==> config.mk <==
export PLATFORM = sky130hd
export DESIGN_NAME = fir_tap_cell
export DESIGN_NICKNAME = d
export VERILOG_FILES = /design/src/rtl/fir_tap_cell.sv
export SDC_FILE = /design/constraint.sdc
export NUM_CORES = 1
export LEC_CHECK = 0
export CAP_MARGIN = 20
export CORE_MARGIN = 10
export CORE_UTILIZATION = 60
export DETAILED_ROUTE_END_ITERATION = 8
export PLACE_DENSITY = 0.82
export SKIP_LAST_GASP = 1
export SLEW_MARGIN = 20
export SYNTH_ARGS = -nofsm -noshare
export SYNTH_HDL_FRONTEND = slang
export SYNTH_SLANG_ARGS = --single-unit
==> constraint.sdc <==
create_clock -name clk -period 14.5 [get_ports clk]
set_input_delay 2.9 -clock clk [delete_from_list [all_inputs] [get_ports clk]]
set_output_delay 2.9 -clock clk [all_outputs]
set_load 0.01 [all_outputs]
==> src/rtl/fir_tap_cell.sv <==
module fir_tap_cell #(
  parameter int DW = 8,
  parameter int AW = 26
) (
  input  logic          clk,
  input  logic          rst,
  input  logic [DW-1:0] din,
  input  logic          din_signed,
  input  logic          din_en_n,
  input  logic [DW-1:0] cin,
  input  logic          cin_signed,
  input  logic          cin_en_n,
  input  logic [1:0]    decim_mode,
  input  logic          acc_clear,
  output logic [AW-1:0] acc_out,
  output logic [DW-1:0] cout,
  output logic          cout_signed
);
  localparam int NDEC = 3;
  localparam int PW   = 2*DW + 2;

  logic          den_q, cen_q;
  logic [DW-1:0] x_q, c_q;
  logic          xs_q, cs_q;
  logic [DW-1:0] dv_q [NDEC];
  logic          ds_q [NDEC];

  always_ff @(posedge clk) begin
    if (rst) begin
      den_q <= 1'b1;
      cen_q <= 1'b1;
      x_q   <= '0;
      xs_q  <= 1'b0;
    end else begin
      den_q <= din_en_n;
      cen_q <= cin_en_n;
      x_q   <= den_q ? '0 : din;
      xs_q  <= den_q ? 1'b0 : din_signed;
    end
  end

  always_ff @(posedge clk) begin
    if (rst) begin
      c_q  <= '0;
      cs_q <= 1'b0;
    end else if (!cen_q) begin
      c_q  <= cin;
      cs_q <= cin_signed;
    end
  end

  for (genvar k = 0; k < NDEC; k++) begin : g_dec
    logic [DW-1:0] src_v;
    logic          src_s;
    if (k == 0) begin : g_first
      assign src_v = c_q;
      assign src_s = cs_q;
    end else begin : g_next
      assign src_v = dv_q[k-1];
      assign src_s = ds_q[k-1];
    end
    always_ff @(posedge clk) begin
      if (rst) begin
        dv_q[k] <= '0;
        ds_q[k] <= 1'b0;
      end else if (!cen_q && (decim_mode > 2'(k))) begin
        dv_q[k] <= src_v;
        ds_q[k] <= src_s;
      end
    end
  end

  always_comb begin
    if (decim_mode == 2'd0) begin
      cout        = c_q;
      cout_signed = cs_q;
    end else begin
      cout        = dv_q[decim_mode - 2'd1];
      cout_signed = ds_q[decim_mode - 2'd1];
    end
  end

  logic signed [DW:0]   x_ext, c_ext;
  logic signed [PW-1:0] prod;
  logic        [AW-1:0] prod_ext;

  assign x_ext    = {xs_q & x_q[DW-1], x_q};
  assign c_ext    = {cs_q & c_q[DW-1], c_q};
  assign prod     = PW'(x_ext) * PW'(c_ext);
  assign prod_ext = {{(AW-PW){prod[PW-1]}}, prod};

  always_ff @(posedge clk) begin
    if (rst)            acc_out <= '0;
    else if (acc_clear) acc_out <= prod_ext;
    else                acc_out <= acc_out + prod_ext;
  end
endmodule

* Word level (Yosys, flattened, before mapping) *
Memory sizes are Yosys's and may differ from the RTL's.
Index checks and enable logic that the tools add are counted.

operators by class
  $add $sub $neg = 2
  multipliers = 1
  order comparisons = 3
  muxes and demuxes = 20
  bitwise logic cells = 8
  reduce and logical (&&, ||, !) cells = 6

operators with widths
  operator                                                              count
  8-bit 2-to-1 mux                                                      4
  26-bit adder                                                          1
  26-bit 2-to-1 mux                                                     1
  9-bit by 9-bit multiplier with 18-bit output                          1
  1-bit 2-to-1 mux                                                      15
  1-bit OR                                                              6
  2-bit by 1-bit > comparator with 1-bit output, second input constant  2
  1-bit logical AND                                                     3
  1-bit bitwise AND                                                     2
  2-bit > comparator, second input constant                             1
  2-bit zero test                                                       1
  2-bit OR reduction                                                    1
  2-bit by 1-bit subtractor with 2-bit output, second input constant    1
  1-bit zero test                                                       1

storage, ports and cells
  register bits = 46
  RAM bits = 27
  bits of input ports = 25
  output and inout port bits = 35
  logic and storage cells = 49
  memories = 2

memories
  memory  depth  width  read ports  clocked after Yosys merged registers in  write ports  RTL line  RTL
  dv_q    3      8      3           0                                        3            25        logic [DW-1:0] dv_q [NDEC];
  ds_q    3      1      3           0                                        3            26        logic ds_q [NDEC];

* Depth between registers and ports, before layout *
Gate-level depths: netlist (run 1).

  depth after elaboration = 6
  gate-level depth with buffers = 29
  mapped depth without buffers = 27

* Worst setup path after synthesis (run 1) *
OpenSTA, ideal clock, no wires.

  path kind = input port to output port
  start point = in decim_mode[0]
  end point = out cout[1]
  data arrival time = 4.553 ns
  data required time = 11.600 ns
  slack = 7.047 ns
  stages = 7
  buffers on the path = 3
  path through = clkbuf_1 -> inv_1 -> ha_1 -> clkbuf_1 -> clkbuf_1 -> o21ai_0 -> o21ai_0

between the ends
  cells in the longest elaborated chain, start to end = 3
  elaborated cells between the ends (all ways) = 4
  classes of those cells = 1 x add/sub; 1 x mux; 1 x reduce/logical; 1 x memory

RTL lines
  element                                      RTL line  RTL
  from (decl)                                  13        input logic [1:0] decim_mode,
  2-bit by 1-bit subtractor with 2-bit output  78        cout = dv_q[decim_mode - 2'd1];
  memory 3 x 8 bit                             -
  8-bit 2-to-1 mux *                           74        if (decim_mode == 2'd0) begin
  to (decl)                                    16        output logic [DW-1:0] cout,

Every way passes the cells marked *; elsewhere a longest branch is shown, timed or not.

* Worst setup path in the final report (run 1) *
  start point = in decim_mode[0]
  end point = out cout[6]

Same word-level chain as after synthesis.

==> flow_summary.yaml, run 1 <==
power:
  p_leak_nw: 4.07
  p_per_area_nw_per_um2: 63.5
  power_uw: 520
  ir_worst_vdd_uv: 79.7
floorplan:
  core_um2: 11600
  core.rowCount: 39
  fp.dieW_um: 130
  die_area_um2: 16800
  die_h_um: 130
  initial_utilization_pct: 62.3
  io_pins: 60
min_path:
  whs_path_depth: 1
  hp-class: "flop to flop"
sta:
  setup_viol: 0
  relSlewSlack_pct: 36.9
  rsz0062_at_grt: "false"
  fin_setup_tns_ns: 0
  fin_hold_ws_ns: 0.563
  finalCritPeriodShare_pct: 57.6
  slew_viol_final: 0
  finalHoldViolCount: 0
  finalCriticalPeriod_ns: 8.35
  worst_pin_slew_ns: 0.939
  fmax_ghz: 0.120
  finalClockSkew_ns: 0.00652
setup_path:
  start_kind: "primary input"
  worst-path-max-fanout: 18
  crit_required_ns: 11.60
  cp_num_buf_inv: 3
  crit_path_end_kind: "primary output"
  cpLargestDelayFamily: "buffers and inverters"
  cpPeakStageDelay_ns: 0.91
  cp_num_cells: 6
  crit_arrival_ns: 5.45
  ff2ff_path_depth: 25
  path_class: "primary input to primary output"
  worstPathCellList: "clkdlybuf4s50_1 > inv_1 > ha_1 > o21ai_0 > o21ai_0 > clkdlybuf4s50_1"
  cp_slowest_cell: "clkdlybuf4s50_1"
global_routing:
  grt_pass1_wl_um: 27700
  grt-busiest-layer: "met2"
  grt_use_met2_pct: 35.3
  grt_pass1_vias: 5832
  grt-ovfl-total: 0
  met1_usage_pct: 24.6
  grt_max_degree: 41
  met3_usage_pct: 5.10
  grt.total_usage_pct: 20.5
  antenna_found_initial: 0
cts:
  root_buffer: "clkbuf_16"
  hold_buffers: 0
  clk_path_buf_depth: 2
  cts_max_level: 3
  clk_pin_slew_ns: 0.06
  cts-resized-gates: 0
  cts_tree: "built"
  clk_latency_ns: 0.35
  cts_buffers: 9
  clkSinkCount: 73
  postCtsSetupBuffers: 0
drt:
  drt-vias-per-instance: 5.88
  dr.pass1.iters: 5
  drc_errors: 0
  wire_per_inst_um: 17.3
  postRouteAntennaNets: 0
  finalWirelength_um: 16900
  drtIter0Drc: 571
  vias: 5754
layout:
  fin_util_pct: 70.9
  diodes: 0
  final_common_cell: "inv_1"
  layout_common_cells: "inv_1, nand2_1, fa_1"
  finalNonFillerCells: 979
  drive_above_1_share_pct: 5.26
  area_growth_pct: 13.7
  fill_cells: 902
  fin_nets: 996
yosys:
  synth_cells: 787
  ys_seq_area_share_pct: 24.0
  avgSynthCellArea_um2: 9.16
  yosysWarningCount: 0
  postSynth.asyncResetShare_pct: 0
  yosysUniqueCellTypes: 61
  synth_ff_type: "dfxtp_1"
  synth_edf_count: 27
  ys_ff_latch: 73
  synth.cell_area_um2: 7210
  synthesis.nets: 952
flow_run:
  maxCapViolations: 0
place:
  gp_congestion: 0.872
  port_buffers: 59
  dp.cells: 963
  place_hpwl_um: 12800
run_status:
  status: "complete, no violations"
[path summary, 6_finish.rpt]
check / start / endpoint / slack [ns]
setup / recovery: decim_mode[0] / cout[6] / 6.15
hold / removal: dv_q[1][4] / dv_q[2][4] / 0.56
setup reg to reg: c_q[7] / acc_out[25] / 6.76
hold reg to reg: dv_q[1][4] / dv_q[2][4] / 0.56
[flip-flops by register name (all words and copies together), names as in the netlist]
name     flops
acc_out     26
c_q          8
cen_q        1
cs_q         1
den_q        1
ds_q         3
dv_q        24
x_q          8
xs_q         1
[layout make-up]
class                   count  area (um2)  area share (%)
clock buffers              10         250            3.05
clock inverters             6        47.5           0.580
inverters                  93         349            4.26
multi-input cells         591        5020            61.2
flip-flops and latches     73        1730            21.1
well taps                 143         179            2.18
repair buffers             63         621            7.57
[report_power, final]
part	switching (mW)	internal (mW)	leakage, nW
combinational	0.0352	0.0313	3.27
sequential	0.0107	0.220	0.657
clock	0.0952	0.128	0.145
[metrics by stage]
step	instance area [um2]	setup slack, ns
floorplan	7210	7.05
finish	8200	6.15
global placement	7890	6.27
detailed placement	7890	6.17
global route	8200	6.02
CTS	8190	6.18
[Yosys cell counts (3+ instances only)]
cell type  number  area [um2]
a31oi_1         8        50.1
a21o_1         15         113
mux2i_1        24         240
or3_1           3        18.8
o21bai_1        3        22.5
a211o_1         3        26.3
fa_1           71        1420
edfxtp_1       27         811
ha_1           69         863
a211oi_1        8        60.1
o21a_1          6        45.0
inv_1          92         345
and2_1         67         419
o21ai_1         6        30.0
dfxtp_1        46         921
or2_2           5        31.3
nor2_1         58         218
xnor2_1        21         184
a21oi_1        27         135
clkbuf_1       28         105
and3_1         12        75.1
o21ai_0        29         145
nor3_1         13        65.1
xor2_1         10        87.6
nand2_1        77         289
a21oi_2         4        35.0
nand3_1        16        80.1
[layer usage]
metal | up-vias | share of wire (%) | wire, um
li1 | 2706 | - | -
met1 | 2838 | 41 | 6930
met2 | 190 | 50 | 8530
met3 | 20 | 7.2 | 1210
met4 | 0 | 1.3 | 223
met5 | - | 0 | 0
[cells by family (layout without fill, tap and decap cells)]
logic type               count (synthesis)  in the layout  share of synthesized area, %
multiplexers                            25             25                          3.54
buffers and inverters                  123            172                          6.42
AO/OA/AOI/OAI                          131            131                          12.3
adder cells (fa/ha/maj)                140            140                          31.7
XOR/XNOR                                32             32                          3.99
flip-flops                              73             73                          24.0
AND/OR/NAND/NOR                        263            263                          18.0
[worst reg2reg max path: stages, from the launching register on]
cell and delay, ns:
dfxtp_1 0.62, nand2_1 0.34, or2_2 0.38, fa_1 0.51, fa_1 0.55, inv_1 0.06
fa_1 0.51, fa_1 0.55, inv_1 0.06, fa_1 0.52, inv_1 0.04, ha_1 0.33
o21ai_0 0.17, nor2_1 0.11, or2_2 0.31, a31oi_1 0.22, xnor2_1 0.21, ha_1 0.37
a21o_1 0.23, a31o_1 0.20, a221oi_2 0.39, a31oi_2 0.18, nor3_1 0.34, nor4_1 0.11
nor3_1 0.24, nor3_2 0.05
No activity file was read; power rests on OpenSTA's default activity.
==> run 2: changes to the inputs <==
Settings changed: CORE_UTILIZATION 60 to 54, PLACE_DENSITY 0.82 to 0.78.
Clock period 14.5 ns to 7.25 ns, I/O delays scaled along.
==> flow_summary.yaml, run 2 (synthesis results as in run 1) <==
run_status:
  status: "complete, no violations"
global_routing:
  grt_pass1_vias: 5518
  grt-ovfl-total: 0
  antenna_found_initial: 0
  grt_pass1_wl_um: 26700
  grt_max_degree: 41
  grt.total_usage_pct: 18.0
layout:
  fill_cells: 1144
  largest_register_ffs: 26
  register_area_um2: 1730
  final_common_cell: "inv_1"
  top_register: "acc_out"
  layout_common_cells: "inv_1, nand2_1, fa_1"
  drive_above_1_share_pct: 6.74
  diodes: 0
  multi_input_area_um2: 5020
  fin_nets: 1006
  area_growth_pct: 15.8
  largestRegisters: "acc_out (26), dv_q (24)"
power:
  p_per_area_nw_per_um2: 131
  ir_worst_vdd_uv: 110
  p_leak_nw: 4.14
drt:
  finalWirelength_um: 15800
  drt-vias-per-instance: 5.46
  dr.pass1.iters: 5
  postRouteAntennaNets: 0
  drc_errors: 0
  drtIter0Drc: 273
  vias: 5582
  wire_per_inst_um: 15.4
setup_path:
  crit_path_end_kind: "flop"
  worst-path-max-fanout: 9
  path_class: "flop to flop"
  cp_slowest_cell: "fa_1"
  cpLargestDelayFamily: "adder cells"
  crit_arrival_ns: 7.11
  worst_path_most_repeated_cell: "fa_1"
  start_kind: "flop"
  cpPeakStageDelay_ns: 0.55
  worstPathCellList: "or2_2 > fa_1 > fa_1 > inv_1 > fa_1 > fa_1 > inv_1 > fa_1 > inv_1 > ha_1 > o21ai_0 > nor2_1 > or2_2 > a31oi_1 > xnor2_1 > ha_1 > a21o_1 > a31o_1 > a221oi_2 > a31oi_2 > nor3_2 > o21bai_1 > mux2_4 > nand3_1"
  crit_required_ns: 7.54
  cp_num_buf_inv: 3
  r2r_slack_ns: 0.43
floorplan:
  fp.dieW_um: 136
  core.rowCount: 42
  die_area_um2: 18400
  core_um2: 13100
  die_h_um: 136
  io_pins: 60
  initial_utilization_pct: 54.8
place:
  gp_congestion: 0.870
  place_hpwl_um: 12400
  port_buffers: 59
cts:
  cts_tree: "built"
  clk_latency_ns: 0.35
  clk_path_buf_depth: 2
  cts_buffers: 9
  clkSinkCount: 73
  cts_max_level: 3
  hold_buffers: 0
  root_buffer: "clkbuf_16"
  clk_pin_slew_ns: 0.07
sta:
  finalHoldViolCount: 0
  fin_setup_tns_ns: 0
  worst_pin_slew_ns: 1.02
  fin_hold_ws_ns: 0.544
  relSlewSlack_pct: 31.5
  finalCritPeriodShare_pct: 94.1
  finalCriticalPeriod_ns: 6.82
  setup_viol: 0
  rsz0062_at_grt: "false"
  slew_viol_final: 0
  fmax_ghz: 0.147
  finalClockSkew_ns: 0.00872
min_path:
  hp-class: "flop to flop"
flow_run:
  maxCapViolations: 0
==> run 2: area by class of cell <==
| class | count | share of cell area, % |
|---|---|---|
| well taps | 176 | 2.64 |
| clock inverters | 7 | 1.20 |
| multi-input cells | 591 | 60.2 |
| clock buffers | 9 | 2.70 |
| flip-flops and latches | 73 | 20.8 |
| repair buffers | 73 | 8.34 |
| inverters | 93 | 4.18 |
==> run 2: per-stage QoR <==
stage	area [um2]	power, mW	cells	utilization (%)	setup WS, ns
after floorplan	7210	0.541	787	-	0.643
after global placement	8010	0.600	1006	61.0	0.560
after detailed placement	8010	0.602	1006	61.0	0.343
after CTS	8330	1.10	1022	63.4	0.301
after global routing	8350	1.14	1022	63.5	0.0165
final	8350	1.09	1022	63.5	0.429
==> run 2: worst reg2reg max path, stage by stage (launching register included) <==
cell	delay [ns]
dfxtp_1	0.38
or2_2	0.34
fa_1	0.50
fa_1	0.55
inv_1	0.06
fa_1	0.50
fa_1	0.54
inv_1	0.05
fa_1	0.53
inv_1	0.04
ha_1	0.34
o21ai_0	0.17
nor2_1	0.10
or2_2	0.31
a31oi_1	0.21
xnor2_1	0.17
ha_1	0.32
a21o_1	0.23
a31o_1	0.19
a221oi_2	0.34
a31oi_2	0.17
nor3_2	0.24
o21bai_1	0.11
mux2_4	0.30
nand3_1	0.08
==> run 2: final timing paths <==
check	from	to	cells after the start
setup / recovery	x_q[0]	acc_out[23]	24
hold reg to reg	dv_q[1][5]	dv_q[2][5]	1
hold / removal	dv_q[1][5]	dv_q[2][5]	1
setup reg to reg	x_q[0]	acc_out[23]	24
==> run 2: what timing repair did <==
action,4_1_cts,5_1_grt
setup endpoints to repair,0,6
gates resized for setup,0,4
buffers inserted,0,0
==> run 2: layer usage <==
layer | routed length [um] | GRT usage (%) | vias to the layer above
li1 | - | - | 2726
met1 | 7140 | 23.3 | 2717
met2 | 7640 | 29.6 | 121
met3 | 784 | 4.04 | 18
met4 | 220 | 5.02 | 0
met5 | 0 | 0 | -
==> run 2: where the power goes <==
group          internal [mW]  total [mW]  switching [mW]
sequential             0.440       0.456          0.0157
combinational         0.0649       0.137          0.0717
clock                  0.305       0.497           0.192
==> run 3: changes to the inputs <==
Settings changed: CORE_UTILIZATION 54 to 23, PLACE_DENSITY 0.78 to unset.
==> flow_summary.yaml, run 3 (synthesis results as in run 1) <==
layout:
  diodes: 0
  largest_register_ffs: 26
  fin_area_um2: 8580
  largestRegisters: "acc_out (26), dv_q (24)"
  fin_util_pct: 27.9
  fill_cells: 3312
  top_register: "acc_out"
  multi_input_area_um2: 5040
  area_growth_pct: 19.1
  fin_nets: 1004
  layout_common_cells: "inv_1, nand2_1, fa_1"
  register_area_um2: 1730
  drive_above_1_share_pct: 6.52
  final_common_cell: "inv_1"
power:
  p_per_area_nw_per_um2: 121
  power.internal_uw: 742
  seqPwrFrac_pct: 43.8
  p_leak_nw: 4.10
  ir_worst_vdd_uv: 74.9
  combPwrFrac_pct: 13.4
  p_switching_uw: 300
  p_sw_share_pct: 28.7
  power_frac_clock_pct: 42.7
  power_mw: 1.04
sta:
  finalCritPeriodShare_pct: 94.8
  rsz0062_at_grt: "false"
  relSlewSlack_pct: 40.6
  fmax_ghz: 0.146
  finalClockSkew_ns: 0.00818
  finalHoldViolCount: 0
  slew_viol_final: 0
  worst_pin_slew_ns: 0.890
  setup_viol: 0
  fin_setup_tns_ns: 0
  fin_hold_ws_ns: 0.554
  finalCriticalPeriod_ns: 6.87
floorplan:
  fp.dieW_um: 197
  die_area_um2: 38800
  initial_utilization_pct: 23.4
  io_pins: 60
  core_um2: 30700
  die_h_um: 197
  core.rowCount: 64
place:
  port_buffers: 59
  place_hpwl_um: 14500
  placed_area_um2: 8270
  gp_congestion: 0.848
global_routing:
  grt_pass1_wl_um: 29300
  grt_max_degree: 35
  grt-ovfl-total: 0
  grt.total_usage_pct: 9.47
  antenna_found_initial: 0
  grt_pass1_vias: 5514
cts:
  cts_buffers: 9
  cts_max_level: 3
  cts_tree: "built"
  root_buffer: "clkbuf_16"
  clk_latency_ns: 0.35
  clkSinkCount: 73
  clk_pin_slew_ns: 0.07
  clk_path_buf_depth: 2
drt:
  postRouteAntennaNets: 0
  drc_errors: 0
  wire_per_inst_um: 14.3
  finalWirelength_um: 17800
  vias: 5489
  drt-vias-per-instance: 4.43
  drtIter0Drc: 260
  dr.pass1.iters: 6
min_path:
  hold_start: "dv_q[1][7]"
  hp-class: "flop to flop"
run_status:
  status: "complete, no violations"
setup_path:
  crit_required_ns: 7.48
  worst-path-max-fanout: 7
  start_kind: "flop"
  crit_start: "cs_q"
  crit_arrival_ns: 7.11
  crit_path_end_kind: "flop"
  rr_startpoint: "cs_q"
  path_class: "flop to flop"
flow_run:
  maxCapViolations: 0
[run 3: cell count changes in the layout (fill, tap and decap cells not counted), sizes merged]
cell	delta
bufinv	-2
inv	+1
clkinv	-2
clkinvlp	+3
buf	-2
[run 3: power by group through the flow]
stage                     Sequential [mW]  Clock (mW)  Combinational, mW
after detailed placement            0.466           0              0.142
after global placement              0.465           0              0.140
final                               0.457       0.445              0.140
after CTS                           0.457       0.458              0.142
after global routing                0.459       0.472              0.158
after floorplan                     0.456           0             0.0848
[run 3: repair_timing]
item,4_1_cts,5_1_grt
hold buffers,0,0
setup buffers,0,0
gates resized for setup,0,5
endpoints found under the setup margin,0,3
[run 3: metal layers]
layer,vias up,routed length (um),global-route usage [%]
li1,2718,-,-
met1,2673,8110,12.0
met2,85,8380,15.5
met3,13,992,2.78
met4,0,268,2.48
met5,-,0,0
[run 3: final cells by class]
type                       count  area share, %
tap                          396           5.77
timing repair buffer          71           7.93
clock inverter                 7          0.700
clock buffer                   9           2.62
multi-input combinational    591           58.7
inverter                      93           4.07
sequential                    73           20.2
[run 3: path summary, 6_finish.rpt]
kind / to / slack [ns] / cells after the start
max: acc_out[25] / 0.38 / 25
min: dv_q[2][7] / 0.55 / 1
max reg2reg: acc_out[25] / 0.38 / 25
min reg2reg: dv_q[2][7] / 0.55 / 1
[run 3: per-stage QoR]
step / instances / setup slack (ns)
final: 1240 / 0.377
after CTS: 1240 / 0.331
after floorplan: 787 / 0.643
after global routing: 1240 / 0.0144
after detailed placement: 1224 / 0.355
after global placement: 1224 / 0.447
[run 3: worst max-delay path: stages (launching register included)]
cell and delay, ns:
dfxtp_1 0.41, nand2_1 0.09, or2_2 0.30, fa_1 0.51, fa_1 0.56, inv_1 0.06
fa_1 0.51, fa_1 0.54, inv_1 0.05, fa_1 0.53, inv_1 0.04, ha_1 0.34
o21ai_0 0.17, nor2_1 0.10, or2_2 0.30, a31oi_1 0.20, xnor2_1 0.11, ha_1 0.40
and4_1 0.31, and3_2 0.23, o211ai_4 0.09, a31oi_2 0.26, nor3_2 0.08, nor4_1 0.32
o21a_1 0.20, nor3_2 0.04
